<file path="src/rtl/intc_pkg.sv">
package intc_pkg;
  localparam int unsigned LINES  = 32;
  localparam int unsigned PRIO_W = 4;
  localparam int unsigned ADDR_W = 12;

  localparam logic [ADDR_W-1:0] BANK0_BASE = 12'h000;
  localparam logic [ADDR_W-1:0] BANK1_BASE = 12'h100;
  localparam logic [ADDR_W-1:0] POL_ADDR   = 12'h200;
  localparam logic [ADDR_W-1:0] CAP_ADDR   = 12'h204;
  localparam logic [ADDR_W-1:0] PRIO_BASE  = 12'h300;

  typedef enum logic [7:0] {
    OFS_STATUS = 8'h00,
    OFS_RAW    = 8'h04,
    OFS_ENSET  = 8'h08,
    OFS_ENCLR  = 8'h0C,
    OFS_CUR    = 8'h20,
    OFS_ACK    = 8'h28,
    OFS_CEIL   = 8'h2C
  } bank_ofs_e;
endpackage

</file>
<file path="src/rtl/intc_pick.sv">
module intc_pick #(
  parameter int unsigned N  = 32,
  parameter int unsigned PW = 4,
  localparam int unsigned IW = $clog2(N) + 1
) (
  input  logic [N-1:0]    cand_i,
  input  logic [N*PW-1:0] prio_i,
  output logic [IW-1:0]   win_o
);
  logic [PW:0]   best;
  logic [IW-1:0] idx;

  always_comb begin
    best = {1'b1, {PW{1'b0}}};
    idx  = IW'(N);
    for (int i = 0; i < N; i++) begin
      if (cand_i[i] && ({1'b0, prio_i[i*PW +: PW]} < best)) begin
        best = {1'b0, prio_i[i*PW +: PW]};
        idx  = IW'(i);
      end
    end
  end

  assign win_o = idx;
endmodule

</file>
<file path="src/rtl/intc_bank.sv">
module intc_bank #(
  parameter int unsigned N  = 32,
  parameter int unsigned PW = 4,
  localparam int unsigned IW = $clog2(N) + 1
) (
  input  logic            clk,
  input  logic            rst_n,
  input  logic [N-1:0]    adj_i,
  input  logic [N-1:0]    rise_i,
  input  logic [N-1:0]    cap_i,
  input  logic [N*PW-1:0] prio_i,
  input  logic            en_set_i,
  input  logic            en_clr_i,
  input  logic            ceil_we_i,
  input  logic            ack_i,
  input  logic [N-1:0]    wdata_i,
  output logic [N-1:0]    raw_o,
  output logic [N-1:0]    en_o,
  output logic [N-1:0]    latch_o,
  output logic [N-1:0]    stat_o,
  output logic [PW-1:0]   ceil_o,
  output logic [IW-1:0]   cur_o,
  output logic            req_o
);
  logic [N-1:0]  en_q, en_d, lat_q, lat_d, admit;
  logic [PW-1:0] ceil_q, ceil_d;
  logic          en_ce, lat_ce;

  always_comb begin
    en_d = en_q;
    if (en_set_i) en_d = en_d | wdata_i;
    if (en_clr_i) en_d = en_d & ~wdata_i;
    en_ce  = en_set_i | en_clr_i;
    lat_d  = (ack_i ? '0 : lat_q) | (rise_i & cap_i);
    lat_ce = ack_i | (|(rise_i & cap_i));
    ceil_d = wdata_i[PW-1:0];
  end

  always_ff @(posedge clk or negedge rst_n) begin
    if (!rst_n) begin
      en_q   <= '0;
      lat_q  <= '0;
      ceil_q <= '1;
    end else begin
      if (en_ce)     en_q   <= en_d;
      if (lat_ce)    lat_q  <= lat_d;
      if (ceil_we_i) ceil_q <= ceil_d;
    end
  end

  for (genvar i = 0; i < N; i++) begin : g_line
    assign raw_o[i] = cap_i[i] ? lat_q[i] : adj_i[i];
    assign admit[i] = prio_i[i*PW +: PW] <= ceil_q;
  end

  assign stat_o  = raw_o & en_q & admit;
  assign req_o   = |stat_o;
  assign en_o    = en_q;
  assign latch_o = lat_q;
  assign ceil_o  = ceil_q;

  intc_pick #(.N(N), .PW(PW)) u_pick (
    .cand_i (stat_o),
    .prio_i (prio_i),
    .win_o  (cur_o)
  );
endmodule

</file>
<file path="src/rtl/intc_dual_bank.sv">
module intc_dual_bank
  import intc_pkg::*;
(
  input  logic              clk,
  input  logic              rst_n,
  input  logic [LINES-1:0]  src_i,
  input  logic [ADDR_W-1:0] addr_i,
  input  logic              wr_en_i,
  input  logic [31:0]       wdata_i,
  input  logic              rd_en_i,
  output logic [31:0]       rdata_o,
  output logic              irq_o,
  output logic              fiq_o
);
  localparam int unsigned N    = LINES;
  localparam int unsigned PW   = PRIO_W;
  localparam int unsigned IW   = $clog2(N) + 1;
  localparam int unsigned XW   = $clog2(N);
  localparam int unsigned NB   = 2;
  localparam logic [ADDR_W-1:0] PRIO_END = PRIO_BASE + ADDR_W'(4*N);

  logic [1:0]    rst_sync_q;
  logic          rst_ok;
  logic [N-1:0]  pol_q, cap_q, prev_q, adj, rise;
  logic [PW-1:0] prio_q [N];
  logic [N*PW-1:0] prio_flat;

  logic [N-1:0]  raw_b [NB];
  logic [N-1:0]  en_b  [NB];
  logic [N-1:0]  lat_b [NB];
  logic [N-1:0]  stat_b[NB];
  logic [PW-1:0] ceil_b[NB];
  logic [IW-1:0] cur_b [NB];
  logic          req_b [NB];
  logic          set_b [NB];
  logic          clr_b [NB];
  logic          cw_b  [NB];
  logic          ack_b [NB];

  logic          in_bank, in_prio, bsel;
  logic [7:0]    ofs;
  logic [XW-1:0] pidx;

  // reset: asynchronous assert, synchronous release
  always_ff @(posedge clk or negedge rst_n) begin
    if (!rst_n) rst_sync_q <= '0;
    else        rst_sync_q <= {rst_sync_q[0], 1'b1};
  end
  assign rst_ok = rst_sync_q[1];

  // address decode
  assign in_bank = (addr_i[ADDR_W-1:9] == '0);
  assign bsel    = addr_i[8];
  assign ofs     = addr_i[7:0];
  assign in_prio = (addr_i >= PRIO_BASE) && (addr_i < PRIO_END) && (addr_i[1:0] == 2'b00);
  assign pidx    = addr_i[XW+1:2];

  // shared line conditioning
  assign adj  = src_i ^ ~pol_q;
  assign rise = adj & ~prev_q;

  always_ff @(posedge clk or negedge rst_ok) begin
    if (!rst_ok) begin
      pol_q  <= '1;
      cap_q  <= '0;
      prev_q <= '0;
    end else begin
      prev_q <= adj;
      if (wr_en_i && addr_i == POL_ADDR) pol_q <= wdata_i[N-1:0];
      if (wr_en_i && addr_i == CAP_ADDR) cap_q <= wdata_i[N-1:0];
    end
  end

  for (genvar i = 0; i < N; i++) begin : g_prio
    logic pw_ce;
    assign pw_ce = wr_en_i && in_prio && (pidx == XW'(i));
    always_ff @(posedge clk or negedge rst_ok) begin
      if (!rst_ok)    prio_q[i] <= '0;
      else if (pw_ce) prio_q[i] <= wdata_i[PW-1:0];
    end
    assign prio_flat[i*PW +: PW] = prio_q[i];
  end

  for (genvar b = 0; b < NB; b++) begin : g_bank
    logic hit;
    assign hit      = in_bank && (bsel == b[0]);
    assign set_b[b] = wr_en_i && hit && (ofs == OFS_ENSET);
    assign clr_b[b] = wr_en_i && hit && (ofs == OFS_ENCLR);
    assign cw_b[b]  = wr_en_i && hit && (ofs == OFS_CEIL);
    assign ack_b[b] = rd_en_i && hit && (ofs == OFS_ACK);

    intc_bank #(.N(N), .PW(PW)) u_bank (
      .clk      (clk),
      .rst_n    (rst_ok),
      .adj_i    (adj),
      .rise_i   (rise),
      .cap_i    (cap_q),
      .prio_i   (prio_flat),
      .en_set_i (set_b[b]),
      .en_clr_i (clr_b[b]),
      .ceil_we_i(cw_b[b]),
      .ack_i    (ack_b[b]),
      .wdata_i  (wdata_i[N-1:0]),
      .raw_o    (raw_b[b]),
      .en_o     (en_b[b]),
      .latch_o  (lat_b[b]),
      .stat_o   (stat_b[b]),
      .ceil_o   (ceil_b[b]),
      .cur_o    (cur_b[b]),
      .req_o    (req_b[b])
    );
  end

  assign irq_o = req_b[0];
  assign fiq_o = req_b[1];

  // read mux
  always_comb begin
    rdata_o = '0;
    if (in_bank) begin
      case (ofs)
        OFS_STATUS, OFS_ACK:  rdata_o = 32'(stat_b[bsel]);
        OFS_RAW:              rdata_o = 32'(raw_b[bsel]);
        OFS_ENSET, OFS_ENCLR: rdata_o = 32'(en_b[bsel]);
        OFS_CUR:              rdata_o = 32'(cur_b[bsel]);
        OFS_CEIL:             rdata_o = 32'(ceil_b[bsel]);
        default:              rdata_o = '0;
      endcase
    end else if (addr_i == POL_ADDR) begin
      rdata_o = 32'(pol_q);
    end else if (addr_i == CAP_ADDR) begin
      rdata_o = 32'(cap_q);
    end else if (in_prio) begin
      rdata_o = 32'(prio_q[pidx]);
    end
  end
endmodule

</file>
<file path="config.mk">
export PLATFORM = sky130hd
export DESIGN_NAME = intc_dual_bank
export DESIGN_NICKNAME = d
export VERILOG_FILES = /design/src/rtl/intc_pkg.sv /design/src/rtl/intc_pick.sv /design/src/rtl/intc_bank.sv /design/src/rtl/intc_dual_bank.sv
export SDC_FILE = /design/constraint.sdc
export NUM_CORES = 1
export LEC_CHECK = 0
export ABC_AREA = 0
export ABC_CLOCK_PERIOD_IN_PS = 221100
export BUFFER_PORTS_ARGS = -buffer_cell sky130_fd_sc_hd__buf_2
export CORE_MARGIN = 2
export CORE_UTILIZATION = 30
export DETAILED_ROUTE_END_ITERATION = 10
export SLEW_MARGIN = 10
export SYNTH_ARGS = -nofsm -noshare
export SYNTH_HDL_FRONTEND = slang
export SYNTH_SLANG_ARGS = --single-unit
</file>
<file path="constraint.sdc">
create_clock -name clk -period 221.1 [get_ports clk]
set_input_delay 44.22 -clock clk [delete_from_list [all_inputs] [get_ports clk]]
set_output_delay 44.22 -clock clk [all_outputs]
set_load 0.1 [all_outputs]
</file>
# Yosys cells after proc, flatten, opt, wreduce, memory -nomap -nowiden
# Index checks and enable logic that the tools add are counted.
[totals]
register_bits = 362
input_bits = 80
out_inout_bits = 34
elab_cells = 575
[op_classes]
order_cmp = 130
n_eq_ne = 39
n_mux = 219
bitwise_logic = 23
n_reduce_logical = 122
[op_table]
columns = ["operator", "n"]
rows = [
  ["$mux W32", 18],
  ["$mux W6", 67],
  ["$lt A4 B5 Y1", 62],
  ["$mux W5", 62],
  ["$and A32 B32 Y32", 8],
  ["$le A4 B4 Y1", 64],
  ["$pmux W32 S5", 1],
  ["$or A32 B32 Y32", 4],
  ["$logic_and A1 B1 Y1", 113],
  ["$not A32 Y32", 3],
  ["$reduce_or A32 Y1", 3],
  ["$eq A5 B5 Y1 const B", 16],
  ["$mux W1", 64],
  ["$eq A5 B4 Y1 const B", 8],
  ["$xor A32 B32 Y32", 1],
  ["$eq A12 B10 Y1 const B", 2],
  ["$eq A8 B6 Y1 const B", 3],
  ["$mux W4", 6],
  ["$bmux W4 S5", 1],
  ["$eq A5 B3 Y1 const B", 4],
  ["$eq A8 B4 Y1 const B", 2],
  ["$ge A12 B10 Y1 const B", 1],
  ["$lt A12 B10 Y1 const B", 1],
  ["$eq A5 B2 Y1 const B", 2],
  ["other kinds (13)", 17],
]

# Depth between registers and ports, before layout
[logic_depth]
word_depth = 104
mapped_depth = 270

# By module
# A second synthesis with hierarchy kept.
[unflattened]
hier_cells = 4301
hier_area_um2 = 37472.2
[by_module_without_submodules]
columns = ["mod", "n_inst", "cells_per_inst", "area_each_um2", "seq_area_each_um2"]
rows = [
  ["intc_pick", 2, 1001, 6715.2, 0.0],
  ["intc_dual_bank", 1, 964, 12218.0, 5695.5],
  ["intc_bank at g_bank[1].u_bank", 1, 658, 5936.9, 1706.6],
  ["intc_bank at g_bank[0].u_bank", 1, 677, 5886.9, 1706.6],
]

# Worst setup path after synthesis
# OpenSTA, ideal clock, no wires.
[synth_path]
path_type = "input to output"
from = "input src_i[0]"
to = "output rdata_o[3]"
arrival_ns = 89.908
required_time_ns = 176.880
setup_slack_ns = 86.972
stages = 253
path_cell_list = "xor2_2 -> o21ai_0 -> nand2_1 -> nor2_1 -> nand2_1 -> ha_1 -> a21oi_1 -> o21ai_0 -> and3_2 -> nor2_1 -> nor2_1 -> a21oi_1 -> ha_1 -> nand2_1 -> a21oi_1 -> o31ai_1 -> nand2_1 -> a21oi_1 -> (+217 left out) -> o21a_1 -> nor2_1 -> nor2_1 -> nor2_1 -> a31oi_2 -> mux2_2 -> ha_1 -> a21o_1 -> a21oi_1 -> nor2_1 -> nor2_1 -> nor2_1 -> a2111oi_2 -> nor3b_2 -> nor2b_4 -> a21oi_1 -> nor3_1 -> a31oi_1"
[synth_via]
elab_chain_cells = 103
elab_cells_between_ends = 260
classes_between = "order compare: 62; mux: 131; bitwise: 5; reduce/logical: 62"
[synth_rtl]
columns = ["element", "line_no", "rtl"]
rows = [
  ["start, declared", "intc_dual_bank.sv:6", "input logic [LINES-1:0] src_i,"],
  ["$xor A32 B32 Y32 *", "intc_dual_bank.sv:59", "assign adj = src_i ^ ~pol_q;"],
  ["$mux W1", "intc_bank.sv:52", "assign raw_o[i] = cap_i[i] ? lat_q[i] : adj_i[i];"],
  ["$and A32 B32 Y32 (2 in series)", "intc_bank.sv:56", "assign stat_o = raw_o & en_q & admit;"],
  ["$mux W5", "intc_pick.sv:17", "if (cand_i[i] && ({1'b0, prio_i[i*PW +: PW]} < best)) begin"],
  ["$lt A4 B5 Y1", "intc_pick.sv:17", ""],
  ["$logic_and A1 B1 Y1", "intc_pick.sv:17", ""],
  ["$mux W5", "intc_pick.sv:17", ""],
  ["$lt A4 B5 Y1", "intc_pick.sv:17", ""],
  ["(+84 left out)", "--", ""],
  ["$logic_and A1 B1 Y1", "intc_pick.sv:17", ""],
  ["$mux W5", "intc_pick.sv:17", ""],
  ["$lt A4 B5 Y1", "intc_pick.sv:17", ""],
  ["$logic_and A1 B1 Y1", "intc_pick.sv:17", ""],
  ["$mux W6", "intc_pick.sv:17", ""],
  ["$mux W6 (not written as such) * (3 in series)", "intc_dual_bank.sv:125", "OFS_CUR: rdata_o = 32'(cur_b[bsel]);"],
  ["$pmux W32 S5 *", "intc_dual_bank.sv:121", "case (ofs)"],
  ["$mux W32 *", "intc_dual_bank.sv:120", "if (in_bank) begin"],
  ["end, declared", "intc_dual_bank.sv:11", "output logic [31:0] rdata_o,"],
]
# Every way passes the cells marked *; elsewhere a longest branch is shown, timed or not. The select of a mux whose other input is x is not followed.

# Worst setup path in the final report
[layout_path]
from = "input src_i[0]"
to = "output rdata_o[4]"
# Same word-level chain as after synthesis.

==> metrics.md <==
| Metric | Value |
|---|---|
| Status | finished clean |
| Detail Route Antenna Nets | 0 |
| Synth Flop Type | dfrtp_1 |
| Total nets after synthesis | about 4,700 |
| Die area | 0.127 mm² |
| Gpl congestion | 0.970 |
| Critical path capture point type | output pin |
| Crit-path leading delay family | compound AO/OA/AOI/OAI gates |
| Num Clock Sinks | 362 |
| PortBufs | 113 |
| Critical path fanouts, max | 11 |
| Via density | 5.88 |
| Max cap viols | 0 |
| Post-detail-place hpwl | 104 mm |
| Chip height | 356 µm |
| Top cell type's share of synthesized area | 21.7% |
| FMAX | 0.00709 GHz |
| Clk_skew | 0.0260 ns |
| # DRC | 0 |
| Global-route wire length before repair | ~210 mm |
| P&R area growth vs syn | 10.6% |
| CTS Root Buffer Type | clkbuf_16 |
| Fraction of layout cells with a size suffix above 1 | 17.3% |
| Flops & latches, synth | 362 |
| Site Rows | 129 |
| Post-route clock period utilization | 63.8% |
| Die width | around 360 µm |
| Synth warn | 0 |
| Maximum VDD drop | 4.84 µV |
| Wire per inst | 23.1 µm |
| Worst-path clk slew | 0.06 ns |
| Vias post-DR | 35,400 |
| DRT Pass-1 Iters | 6 |
| LEAKAGE | 0.0189 µW |
| CP arrival | 96.85 ns |
| Count of final setup violators | 0 |
| Largest net degree at the start of global routing | 125 |
| Startpoint Class | primary input |
| Reg power frac | 41.6% |
| Clk pwr share | 49.1% |
| P_int | 120 µW |
| CP required | about 180 ns |
| Slowest CP cell | o32ai_1 |
| Max Slew Vio Count | 0 |
| CP peak stage delay | 0.87 ns |
| Clk buf depth | 3 |
| Worst slew margin | 13.7% |
| Nets | approximately 4,800 |
| Vias in the first global route | 34,000 |
| Post-CTS Setup Bufs | 0 |
| DRT Wirelength | around 140 mm |
| CORE AREA | 0.123 mm² |
| RSZ-0062 raised after global routing | false |
| Most common cell on crit path | a21oi_1 |
| Setup CP Type | primary input to output pin |
| Levels on crit path | 249 |
| Setup TNS | 0 ns |
| Net Sw Power | 44.9 µW |
| Cts repair resizes | 0 |
| GRT Util Overall | 21.4% |
| Drt initial violations | 2,840 |
| CP startpoint | src_i[0] |
| Synth unique cells | 160 |
| Gate power share | under 10% |
| Buf/Inv on CP | 25 |
| Yosys top cell by area | dfrtp_1 |
| Hold Vio Cnt, Final | 0 |
| Hold WC Path Type | flip-flop to asynchronous set/reset pin |
| Worst-margin pin slew | about 1.3 ns |
| Cell Pwr Density | 4.01 mW/mm² |
| Async S/R FF share, synth | 100% |
| Hold-fix buffers, CTS | 0 |
| Top cells by area, synth | dfrtp_1 22%, ha_1 12%, mux2_2 6.0% |
| Effective utilization at floorplan | a little under a third |
| Synth cell count leaders | 426 x a21oi_1, 358 x ha_1, 322 x dfrtp_1 |
| Most frequent cell after synthesis | a21oi_1 |
| Final core occ | 33.3% |
| Clock buffer count from CTS | 47 |
| Worst-Skew Late Latency | about 0.64 ns |
| Mapped Area | 0.0372 mm² |
| H-tree depth | 2 |
| Post-synth EDFFs | 0 |
| Crit path time final | ~140 ns |
| CTS tree | built |
| Mapped Cells | 4,283 |
| Sw frac | approximately 27% |
| R2R cell count | 2 |
| Boundary pin count | roughly 110 |
| Avg Cell Area, Syn | just under 9 µm² |
| Initial antenna violation count | 8 |
| Reg-to-Reg Start | rst_sync_q[1] |
| GR Overflow Total | 0 |
| Seq/Total Area, Yosys | about a quarter |
-- metal layers --
| layer | share of wire [%] | wire (µm) | up-vias | track usage [%] |
|---|---|---|---|---|
| met2 | 45 | 63100 | 1296 | 34.6 |
| met1 | 42 | 58800 | 17400 | 27.5 |
| met5 | 0.038 | 53 | - | 0 |
| met4 | 4.4 | 6180 | 8 | 8.68 |
| li1 | - | - | 16500 | - |
| met3 | 8.0 | 11100 | 275 | 4.85 |
-- per-stage QoR --
| step | std cells | area, µm² | hold WS [ns] | setup slack, ns | power, µW |
|---|---|---|---|---|---|
| finish | 6032 | 41100 | 0.347 | 80.03 | 165 |
| global route | 6031 | 41100 | 0.367 | 75.54 | 171 |
| CTS | 6030 | 41100 | 0.351 | 80.80 | 166 |
| detailed placement | 5942 | 39500 | 0.338 | 80.98 | 84.8 |
| global placement | 5942 | 39500 | 0.334 | 82.07 | 84.6 |
| floorplan | 4283 | 37200 | 0.331 | 86.97 | 79.4 |
-- worst reg2reg max path: stages, from the launching register on --
cell and delay [ns]:
dfrtp_4 0.82, buf_12 0.47, buf_4 1.02
-- area by class of cell --
cell class              instances  area (µm²)
well taps                    1637        2050
inverters                     218         818
clock buffers                  60        1310
flip-flops and latches        362        9110
multi-input cells            3556       26500
repair buffers                169        1000
diodes                          2        5.00
fillers                     12900       82200
clock inverters                28         300
-- logic make-up after synthesis --
group | synth area share, %
AO/OA/AOI/OAI | 29.6
XOR/XNOR | 0.842
adder cells (fa/ha/maj) | 12.4
multiplexers | 11.4
other | 0.0101
AND/OR/NAND/NOR | 16.8
buffers and inverters | 4.39
flip-flops | 24.5
-- cell usage in the layout, fill, tap and decap left out, types with 14 or more instances in the layout --
master and n:
clkbuf_16 48, nand2b_1 100, buf_4 55, nand3_1 124, nand2_1 287, nand4_1 33
a22oi_1 43, a41o_1 48, nor3b_1 42, mux2i_1 106, o211a_1 17, o31ai_1 21
a21o_2 22, o21a_1 54, a31oi_1 38, inv_1 207, a31o_2 14, o21ai_1 20
a211oi_1 30, o211ai_1 43, xor2_1 30, ha_1 358, and3_1 27, mux2_2 197
or2_2 23, dfstp_2 40, and2_1 36, a21o_1 171, o2bb2ai_1 14, dfrtp_1 321
a21oi_1 425, o22ai_1 53, mux4_2 40, nor2_1 276, o21ai_0 295, nor2b_1 77
buf_2 112, nor3_1 48
-- worst paths after layout --
kind / to / slack (ns)
max: rdata_o[4] / 80.03
min: cap_q[28] / 0.35
max reg2reg: cap_q[13] / 218.75
min reg2reg: cap_q[28] / 0.35
max in group asynchronous: rst_sync_q[1] / 177.64
min in group clk: rst_sync_q[1] / 0.35
-- power groups by stage --
stage	sequential, µW	combinational (µW)	clock [µW]
after floorplan	69.9	9.46	0
after global placement	69.5	15.1	0
after detailed placement	69.6	15.2	0
after CTS	68.4	15.3	82.6
after global routing	68.5	16.8	85.2
final	68.4	15.4	80.8
Power figures use the tool's default switching activity.
